### config.mk
export PLATFORM = sky130hd
export DESIGN_NAME = bulk_out_rx
export DESIGN_NICKNAME = d
export VERILOG_FILES = /design/src/rtl/bulk_out_pkg.sv /design/src/rtl/rx_byte_store.sv /design/src/rtl/rx_txn_ctrl.sv /design/src/rtl/rx_flag_bank.sv /design/src/rtl/bulk_out_rx.sv
export SDC_FILE = /design/constraint.sdc
export NUM_CORES = 1
export LEC_CHECK = 0
export BUFFER_PORTS_ARGS = -buffer_cell sky130_fd_sc_hd__buf_2
export CORE_ASPECT_RATIO = 1.2
export CORE_UTILIZATION = 44
export DETAILED_ROUTE_END_ITERATION = 8
export PLACE_DENSITY = 0.74
export REMOVE_ABC_BUFFERS = 1
export SETUP_SLACK_MARGIN = 0.3
export SYNTH_ARGS = -nofsm -noshare
export SYNTH_HDL_FRONTEND = slang
export SYNTH_HIERARCHICAL = 1
export SYNTH_SLANG_ARGS = --single-unit
### constraint.sdc
create_clock -name clk -period 4.2 [get_ports clk]
set_input_delay 0.21 -clock clk [delete_from_list [all_inputs] [get_ports clk]]
set_output_delay 0.21 -clock clk [all_outputs]
set_load 0.005 [all_outputs]
### src/rtl/bulk_out_pkg.sv
package bulk_out_pkg;

  typedef enum logic [1:0] {
    HS_NONE  = 2'd0,
    HS_ACK   = 2'd1,
    HS_NAK   = 2'd2,
    HS_STALL = 2'd3
  } hs_code_e;

  typedef enum logic [1:0] {
    ST_IDLE = 2'd0,
    ST_RECV = 2'd1,
    ST_SKIP = 2'd2,
    ST_UPD  = 2'd3
  } rx_state_e;

  localparam int unsigned NUM_FLAGS = 3;
  localparam int unsigned FLAG_OK   = 0;
  localparam int unsigned FLAG_FAIL = 1;
  localparam int unsigned FLAG_RDY  = 2;

endpackage

### src/rtl/rx_byte_store.sv
module rx_byte_store #(
  parameter int unsigned DEPTH = 64,
  parameter int unsigned DW    = 8,
  localparam int unsigned AW   = $clog2(DEPTH),
  localparam int unsigned PW   = AW + 1
) (
  input  logic          clk,
  input  logic          rst_n,
  input  logic          wr_en,
  input  logic [DW-1:0] wr_data,
  input  logic          commit,
  input  logic          rewind,
  input  logic          rd_en,
  output logic [DW-1:0] rd_data,
  output logic [PW-1:0] rd_count,
  output logic [PW-1:0] spec_count,
  output logic          rd_empty
);

  logic [DW-1:0] mem [DEPTH];
  logic [PW-1:0] wr_spec_q, wr_spec_d;
  logic [PW-1:0] wr_cmt_q, wr_cmt_d;
  logic [PW-1:0] rd_ptr_q, rd_ptr_d;
  logic          pop;

  assign rd_count   = wr_cmt_q - rd_ptr_q;
  assign spec_count = wr_spec_q - rd_ptr_q;
  assign rd_empty   = (rd_count == '0);
  assign rd_data    = mem[rd_ptr_q[AW-1:0]];
  assign pop        = rd_en && !rd_empty;

  always_comb begin
    wr_spec_d = wr_spec_q;
    if (rewind) begin
      wr_spec_d = wr_cmt_q;
    end else if (wr_en) begin
      wr_spec_d = wr_spec_q + 1'b1;
    end
    wr_cmt_d = commit ? wr_spec_q : wr_cmt_q;
    rd_ptr_d = pop ? rd_ptr_q + 1'b1 : rd_ptr_q;
  end

  always_ff @(posedge clk or negedge rst_n) begin
    if (!rst_n) begin
      wr_spec_q <= '0;
      wr_cmt_q  <= '0;
      rd_ptr_q  <= '0;
    end else begin
      wr_spec_q <= wr_spec_d;
      wr_cmt_q  <= wr_cmt_d;
      rd_ptr_q  <= rd_ptr_d;
    end
  end

  always_ff @(posedge clk) begin
    if (wr_en) begin
      mem[wr_spec_q[AW-1:0]] <= wr_data;
    end
  end

endmodule

### src/rtl/rx_txn_ctrl.sv
module rx_txn_ctrl
  import bulk_out_pkg::*;
#(
  parameter int unsigned DEPTH = 64,
  localparam int unsigned PW   = $clog2(DEPTH) + 1
) (
  input  logic          clk,
  input  logic          rst_n,
  input  logic          tok_out,
  input  logic          stall_en,
  input  logic          rx_valid,
  input  logic          rx_eop,
  input  logic          rx_err,
  input  logic [PW-1:0] fifo_count,
  input  logic [PW-1:0] fifo_spec_count,
  output logic          wr_en,
  output logic          commit,
  output logic          rewind,
  output logic          set_ok,
  output logic          set_fail,
  output logic          set_rdy,
  output logic          tok_ready,
  output logic          receiving,
  output logic          hs_valid,
  output hs_code_e      hs_code
);

  localparam logic [PW-1:0] FULL_CNT = PW'(DEPTH);

  rx_state_e state_q, state_d;
  logic      ovf_q, ovf_d;
  logic      hs_v_d;
  hs_code_e  hs_c_d;

  assign tok_ready = (state_q == ST_IDLE) || (state_q == ST_UPD);
  assign receiving = (state_q == ST_RECV);

  always_comb begin
    state_d  = state_q;
    ovf_d    = ovf_q;
    hs_v_d   = 1'b0;
    hs_c_d   = HS_NONE;
    wr_en    = 1'b0;
    commit   = 1'b0;
    rewind   = 1'b0;
    set_ok   = 1'b0;
    set_fail = 1'b0;
    set_rdy  = 1'b0;
    case (state_q)
      ST_IDLE: begin
        if (tok_out) begin
          if (stall_en) begin
            hs_v_d  = 1'b1;
            hs_c_d  = HS_STALL;
            state_d = ST_SKIP;
          end else if (fifo_count != '0) begin
            hs_v_d  = 1'b1;
            hs_c_d  = HS_NAK;
            state_d = ST_SKIP;
          end else begin
            ovf_d   = 1'b0;
            state_d = ST_RECV;
          end
        end
      end
      ST_UPD: begin
        commit  = 1'b1;
        set_rdy = (fifo_spec_count != fifo_count);
        state_d = ST_IDLE;
        if (tok_out) begin
          hs_v_d  = 1'b1;
          hs_c_d  = stall_en ? HS_STALL : HS_NAK;
          state_d = ST_SKIP;
        end
      end
      ST_RECV: begin
        if (rx_eop) begin
          hs_v_d = 1'b1;
          if (rx_err || ovf_q) begin
            hs_c_d   = HS_NONE;
            rewind   = 1'b1;
            set_fail = 1'b1;
            state_d  = ST_IDLE;
          end else begin
            hs_c_d  = HS_ACK;
            set_ok  = 1'b1;
            state_d = ST_UPD;
          end
        end else if (rx_valid) begin
          if (ovf_q) begin
            ovf_d = 1'b1;
          end else if (fifo_spec_count == FULL_CNT) begin
            ovf_d = 1'b1;
          end else begin
            wr_en = 1'b1;
          end
        end
      end
      ST_SKIP: begin
        if (rx_eop) begin
          state_d = ST_IDLE;
        end
      end
      default: state_d = ST_IDLE;
    endcase
  end

  always_ff @(posedge clk or negedge rst_n) begin
    if (!rst_n) begin
      state_q  <= ST_IDLE;
      ovf_q    <= 1'b0;
      hs_valid <= 1'b0;
      hs_code  <= HS_NONE;
    end else begin
      state_q  <= state_d;
      ovf_q    <= ovf_d;
      hs_valid <= hs_v_d;
      hs_code  <= hs_c_d;
    end
  end

endmodule

### src/rtl/rx_flag_bank.sv
module rx_flag_bank #(
  parameter int unsigned N = 3
) (
  input  logic         clk,
  input  logic         rst_n,
  input  logic [N-1:0] set_vec,
  input  logic [N-1:0] clr_vec,
  output logic [N-1:0] flags,
  output logic         irq
);

  for (genvar i = 0; i < N; i++) begin : g_flag
    logic flag_d;
    always_comb begin
      flag_d = flags[i];
      if (set_vec[i]) begin
        flag_d = 1'b1;
      end else if (clr_vec[i]) begin
        flag_d = 1'b0;
      end
    end
    always_ff @(posedge clk or negedge rst_n) begin
      if (!rst_n) begin
        flags[i] <= 1'b0;
      end else begin
        flags[i] <= flag_d;
      end
    end
  end

  assign irq = |flags;

endmodule

### src/rtl/bulk_out_rx.sv
module bulk_out_rx
  import bulk_out_pkg::*;
#(
  parameter int unsigned DEPTH = 64,
  parameter int unsigned DW    = 8,
  localparam int unsigned PW   = $clog2(DEPTH) + 1
) (
  input  logic          clk,
  input  logic          rst_n,
  input  logic          tok_out,
  input  logic          stall_en,
  input  logic          rx_valid,
  input  logic [DW-1:0] rx_data,
  input  logic          rx_eop,
  input  logic          rx_err,
  output logic          hs_valid,
  output logic [1:0]    hs_code,
  input  logic          rd_en,
  output logic [DW-1:0] rd_data,
  output logic          rd_empty,
  output logic [PW-1:0] rd_count,
  input  logic          clr_ok,
  input  logic          clr_fail,
  input  logic          clr_rdy,
  output logic          flag_ok,
  output logic          flag_fail,
  output logic          flag_rdy,
  output logic          irq
);

  logic          wr_en, commit, rewind;
  logic          set_ok, set_fail, set_rdy;
  logic          tok_ready, receiving;
  logic [PW-1:0] spec_cnt;
  hs_code_e      hs_code_i;
  logic [NUM_FLAGS-1:0] set_vec, clr_vec, flag_vec;

  rx_txn_ctrl #(.DEPTH(DEPTH)) u_ctrl (
    .clk             (clk),
    .rst_n           (rst_n),
    .tok_out         (tok_out),
    .stall_en        (stall_en),
    .rx_valid        (rx_valid),
    .rx_eop          (rx_eop),
    .rx_err          (rx_err),
    .fifo_count      (rd_count),
    .fifo_spec_count (spec_cnt),
    .wr_en           (wr_en),
    .commit          (commit),
    .rewind          (rewind),
    .set_ok          (set_ok),
    .set_fail        (set_fail),
    .set_rdy         (set_rdy),
    .tok_ready       (tok_ready),
    .receiving       (receiving),
    .hs_valid        (hs_valid),
    .hs_code         (hs_code_i)
  );

  assign hs_code = hs_code_i;

  rx_byte_store #(.DEPTH(DEPTH), .DW(DW)) u_store (
    .clk        (clk),
    .rst_n      (rst_n),
    .wr_en      (wr_en),
    .wr_data    (rx_data),
    .commit     (commit),
    .rewind     (rewind),
    .rd_en      (rd_en),
    .rd_data    (rd_data),
    .rd_count   (rd_count),
    .spec_count (spec_cnt),
    .rd_empty   (rd_empty)
  );

  always_comb begin
    set_vec = '0;
    clr_vec = '0;
    set_vec[FLAG_OK]   = set_ok;
    set_vec[FLAG_FAIL] = set_fail;
    set_vec[FLAG_RDY]  = set_rdy;
    clr_vec[FLAG_OK]   = clr_ok;
    clr_vec[FLAG_FAIL] = clr_fail;
    clr_vec[FLAG_RDY]  = clr_rdy;
  end

  rx_flag_bank #(.N(NUM_FLAGS)) u_flags (
    .clk     (clk),
    .rst_n   (rst_n),
    .set_vec (set_vec),
    .clr_vec (clr_vec),
    .flags   (flag_vec),
    .irq     (irq)
  );

  assign flag_ok   = flag_vec[FLAG_OK];
  assign flag_fail = flag_vec[FLAG_FAIL];
  assign flag_rdy  = flag_vec[FLAG_RDY];

endmodule

# After elaboration in Yosys (flattened, before gate mapping)
# Memory sizes are Yosys's and may differ from the RTL's.
# Cells that the tools add are included.
# word_totals
regBits	30
ramBits	512
input_bits	19
out_inout_bits	23
mem_count	1
wordCells	94
# op_classes
muxes	53
n_eq_ne	12
n_reduce_logical	14
add_sub_neg	4
# memory_table
name	depth	word_bits	read_ports	rd_clocked_by_memory_dff	write_ports	line	source
u_store.mem	64	8	1	0	1	rx_byte_store.sv:20	logic [DW-1:0] mem [DEPTH];
# ops
operator	count
$mux W1	35
$mux W2	12
$add A7 B1 Y7 const B	2
$mux W7	2
$ne A2 B2 Y1 const B	7
$sub A7 B7 Y7	2
$reduce_bool A2 Y1	5
$pmux W2 S4	1
$eq A7 B7 Y1 const B	1
$logic_not A7 Y1	1
$ne A7 B7 Y1	1
$reduce_bool A7 Y1	1
$pmux W2 S3	1
$reduce_and A6 Y1	1
$eq A2 B2 Y1 const B	2
$pmux W1 S3	1
$reduce_and A3 Y1	1
$reduce_or A3 Y1	1
$eq A2 B1 Y1 const B	1
$logic_not A2 Y1	1
$pmux W1 S2	1
$logic_and A1 B1 Y1	1
$logic_not A1 Y1	1
$logic_or A1 B1 Y1	1

# Longest topological paths before layout
# depth
ltp_word	9
depth_mapped	20
mapped_depth_nobuf	17

# Modules after synthesis
# The synthesis kept the hierarchy.
# by_module_without_submodules
mod	n_inst	cells_per_inst	area_per_inst_um2	seq_area_each_um2
rx_byte_store	1	1103	21421.8	15900.2
rx_txn_ctrl	1	58	518.0	150.1
rx_flag_bank	1	10	116.4	75.1

# Worst setup path before layout
# Ideal clock, no wire load.
# synth_timing
kind	register -> register
startpoint	reg u_store.rd_ptr_q[1]
endpoint	mem u_store.mem[40][0], enable pin
period_less_slack_ns	4.411
path_stages_with_launch	17
required_ns	3.817
setup_slack_ns	-0.211
path_buffers	2
arrival_time_ns	4.027
setup_ns	0.383
path_cell_list	dfrtp_1 -> inv_1 -> buf_2 -> buf_1 -> ha_1 -> nor2b_1 -> o21ai_0 -> nand2b_1 -> a21o_1 -> a21oi_1 -> xnor2_1 -> nor4b_1 -> a21oi_1 -> and4_1 -> nor2b_1 -> nand3_1 -> nor3_1
# synth_via
elab_chain_cells	9
# synth_lines
item	line	source
start: declaration	rx_byte_store.sv:23	logic [PW-1:0] rd_ptr_q, rd_ptr_d;
start signal: assignment	rx_byte_store.sv:51	rd_ptr_q <= rd_ptr_d;
$sub A7 B7 Y7	rx_byte_store.sv:27	assign spec_count = wr_spec_q - rd_ptr_q;
net spec_cnt[5]	bulk_out_rx.sv:34	logic [PW-1:0] spec_cnt;
$eq A7 B7 Y1	rx_txn_ctrl.sv:92	end else if (fifo_spec_count == FULL_CNT) begin
$mux W1	rx_txn_ctrl.sv:92	
$mux W1	rx_txn_ctrl.sv:90	if (ovf_q) begin
$mux W1	rx_txn_ctrl.sv:89	end else if (rx_valid) begin
$mux W1	rx_txn_ctrl.sv:77	if (rx_eop) begin
$mux W1	rx_txn_ctrl.sv:49	case (state_q)
net wr_en	bulk_out_rx.sv:31	logic wr_en, commit, rewind;
$mux W1	rx_byte_store.sv:56	if (wr_en) begin
$mux W1 (implied by the code)	rx_byte_store.sv:57	mem[wr_spec_q[AW-1:0]] <= wr_data;
end: declaration	rx_byte_store.sv:20	
# The timed path passes the listed nets, and every way through them passes these cells.

# Worst setup path in the final report
# layout_timing
startpoint	reg u_store.rd_ptr_q[0]
endpoint	out rd_data[7]
# layout_via
elab_chain_cells	1
# layout_lines
item	line	source
$mem_v2 Z64 W8	-	
end: declaration	bulk_out_rx.sv:19	output logic [DW-1:0] rd_data,
# Every way passes these cells.

==> results.md <==
- In the post-route analysis, the smallest setup slack over all paths is 0.417 ns.
- In this run the tightest slew margin relative to its limit is 0.418.
- The final count of pins violating max slew came to 0.
- 42 I/O pins were placed.
- In the final design database the tool counted 1349 nets.
- For this configuration, the core starts out at a cell density of 0.447.
- The post-detailed-route via-to-cell ratio is 5.89.
- The critical path ends at rd_data[7].
- The flow ran to the end, but the final reports show violations.
- The insertion delay of the later-clocked pin in the worst-skew pair is 0.58 ns.
- The worst register-to-register path has a setup slack of 0.47 ns.
- The critical path contains buffers and inverters numbering 3 combined.
- The pin count of the biggest net entering global routing is 65.
- The count of maximum capacitance violations is 0.
- The cell with the biggest individual delay on the critical path is o311ai_0.
- The number of setup violations in the final report is 0.
- At the worst endpoint, the arrival time is 3.57 ns.
- In this run the number of H-tree levels came out at 2.
- The actual transition at the worst max-transition pin is 0.871 ns.
- The count of input and output buffers is 41.
- Buffers inserted during clock tree synthesis total 50.
- The final clock skew is 0.0208 ns.
- The final clock period utilization by the worst path is 0.901.
- The total routing usage reported by global routing is 0.204.
- Derived from the worst setup path, the maximum achievable clock frequency is 264 MHz.
- The area growth from synthesis to layout is 14.0%.
- Tracing the worst setup path back leads to its startpoint at u_store/rd_ptr_q[0]$_DFFE_PN0P_.
- The die is 247 um tall.
- The placeable core region is 49300 sq um.
- The average instance in the mapped netlist occupies 18.8 sq um.
- In the routed design, unresolved DRC markers number 5.
- The vias after detailed routing is 11700.
- The detailed router finished its first iteration with 1237 violations.
- Measured on the finished design, the core utilization comes to 0.509.
- The final global-route overflow total is 0.
- The number of global-route vias before repair is 12000.
- The final estimated routing congestion in global placement is 0.886.
- The worst flop-to-flop path endpoint is u_store/mem[59][4]$_DFFE_PP_.
- The total routed wirelength is 50300 um.
- The clock-pin slew on the worst setup and hold paths is 0.06 ns.
- The clock tree root driver cell is clkbuf_16.
- The leakage power of the design is 8.39 nW.
- Detailed placement ended at an HPWL of 31400 um.
- The number of antenna violations at the first check in global routing is 0.
- After filler insertion, the fill cell instance count of the layout stands at 3854.
- The met3 track utilization from global routing is 0.0260.
- The floorplan has 89 rows.
- Counting cells, the worst reg-to-reg path comes to 15.
- The per-cell routed wire length is 25.4 um.
- CTS saw 542 sinks.
- The share of cells above drive strength 1 is 0.265.
- For met1 alone, demand over resource in global routing was 0.259.
- The final hold violation count came to 0.
- STA classifies the critical path endpoint as an output port.
- The number of instances in the synthesized netlist is 1170.
- The critical path data required time is 3.99 ns.
- The buffer levels on the longest clock path is 3.
- The minimum period implied by the final worst setup slack is 3.78 ns.
- The worst min-delay path category is in -> reg.
- The reg-to-reg critical path startpoint is u_store/rd_ptr_q[0]$_DFFE_PN0P_.
- The met2 usage is 0.351.
- The die covers 51000 sq um.
- The final reports fail on design-rule violations.
- The cell area after synthesis is 22100 sq um.
- The worst-case setup slack after placement is 0.148 ns.
- The sort of element at the start of the critical path is a flip-flop.
- From left edge to right edge, the die measures 206 um.
- The largest fanout on the critical path is 46.
- The path length in cells of the critical path is 7.
- Broken down by cell family, the worst path's largest delay share belongs to compound AO/OA/AOI/OAI gates.
- Setup repair after global routing could not meet its margin everywhere.
- met2 is the most crowded layer.
- The number of inserted diodes is 0.
- The power per unit of standard cell area is 588 nW/um^2.
- The total number of yosys warnings is 6.
- The iteration count of the initial detailed-routing pass is 7.
- The maximum vdd ir drop is 0.000342 V.
- The delay contributed by the slowest stage of the critical path is 0.62 ns.
- The detail route stage leaves a number of antenna-violating nets equal to 0.
- The first global-routing pass estimated 75800 um of wire.
- The critical path class is reg -> out.
- The CTS tree is done.
- Traced cell by cell, the critical path runs through buf_16, buf_6, mux4_2, o311ai_0, a21oi_1, a211o_1, buf_2.
==> stage by stage <==
stage / total power, mW / instances / TNS [ns] / instance area [sq um] / hold WS, ns
6_report: 14.8 / 1979 / 0 / 25100 / 0.0473
3_5_place_dp: 10.7 / 1882 / 0 / 23400 / 0.318
2_1_floorplan: 9.17 / 1111 / -2355.17 / 21700 / -0.0856
4_1_cts: 14.8 / 1978 / 0 / 25100 / 0.0369
5_1_grt: 15.3 / 1979 / 0 / 25100 / 0.0604
3_3_place_gp: 10.6 / 1882 / 0 / 23400 / 0.307
==> worst min path at each step <==
| stage | from | to | slack, ns | cells past startpoint |
|---|---|---|---|---|
| CTS | rx_data[6] | u_store/mem[51][6]$_DFFE_PP_ | 0.04 | 1 |
| floorplan | rst_n | u_ctrl/hs_code[0]$_DFF_PN0_ | -0.09 | 0 |
| global placement | rst_n | u_ctrl/hs_code[1]$_DFF_PN0_ | 0.31 | 1 |
| finish | rx_data[6] | u_store/mem[47][6]$_DFFE_PP_ | 0.05 | 1 |
| global route | rx_data[6] | u_store/mem[42][6]$_DFFE_PP_ | 0.06 | 1 |
| detailed placement | rst_n | u_ctrl/hs_valid$_DFF_PN0_ | 0.32 | 1 |
==> final cells by class <==
| cell class | count | area (sq um) | area share |
|---|---|---|---|
| clock buffers | 61 | 1290 | 0.0514 |
| flip-flops and latches | 542 | 16100 | 0.642 |
| repair buffers | 146 | 1100 | 0.0437 |
| well taps | 637 | 797 | 0.0317 |
| inverters | 24 | 90.1 | 0.00358 |
| multi-input cells | 545 | 5570 | 0.222 |
| clock inverters | 24 | 149 | 0.00592 |
==> worst register-to-register path, stage by stage, from the launching register on <==
cell and delay [ns]:
dfrtp_4 0.51, ha_1 0.23, fa_1 0.41, nor2b_1 0.13, o21ai_0 0.09, nand2b_1 0.12
a21o_1 0.12, a21oi_1 0.08, xnor2_1 0.16, nor4b_1 0.16, a21oi_1 0.20, and4_4 0.28
nor2b_4 0.26, nand3_2 0.30, nor2_1 0.19, buf_4 0.19
==> cells in the final DEF (no fill, tap or decap), types with 8 or more instances in the layout <==
master and count:
edfxtp_1 512, mux4_2 114, buf_4 87, nor2_1 71, clkbuf_16 50, nand2_1 49, buf_2 41, a21oi_1 38
mux2i_1 37, dfrtp_1 28, inv_1 23, a22oi_1 20, ha_1 19, o21ai_0 17, xnor2_1 15, nor3_1 15
xor2_1 13, a211oi_1 12, clkbuf_1 11, nand3_1 11, mux2_2 11, clkinv_1 10, dlygate4sd3_1 10, o22ai_1 10
or3_1 8
==> report_power, final <==
part / internal, mW / leakage [nW] / switching (mW)
combinational: 1.96 / 2.70 / 2.71
clock: 2.19 / 0.694 / 1.88
sequential: 5.96 / 5.00 / 0.0818
==> flip-flops by register name (all words and copies together) (netlist names) <==
| register | flops |
|---|---|
| u_ctrl/ovf_q | 1 |
| u_ctrl/hs_code | 2 |
| u_ctrl/state_q | 2 |
| u_flags/flags | 3 |
| u_ctrl/hs_valid | 1 |
| u_store/wr_cmt_q | 7 |
| u_store/mem | 512 |
| u_store/wr_spec_q | 7 |
| u_store/rd_ptr_q | 7 |
==> timing repair <==
action	4_1_cts	5_1_grt
gates cloned	1	0
endpoints found under the hold margin	37	0
setup endpoints to repair	203	469
buffers inserted	0	1
hold buffers	10	0
gates resized for setup	10	22
pin swaps	0	3
==> routing by layer <==
| metal | share of wire | up-vias |
|---|---|---|
| li1 | - | 4999 |
| met1 | 0.38 | 6017 |
| met2 | 0.52 | 521 |
| met3 | 0.067 | 120 |
| met4 | 0.041 | 0 |
| met5 | 0 | - |
Note: power is estimated with default switching activity, not from simulation.
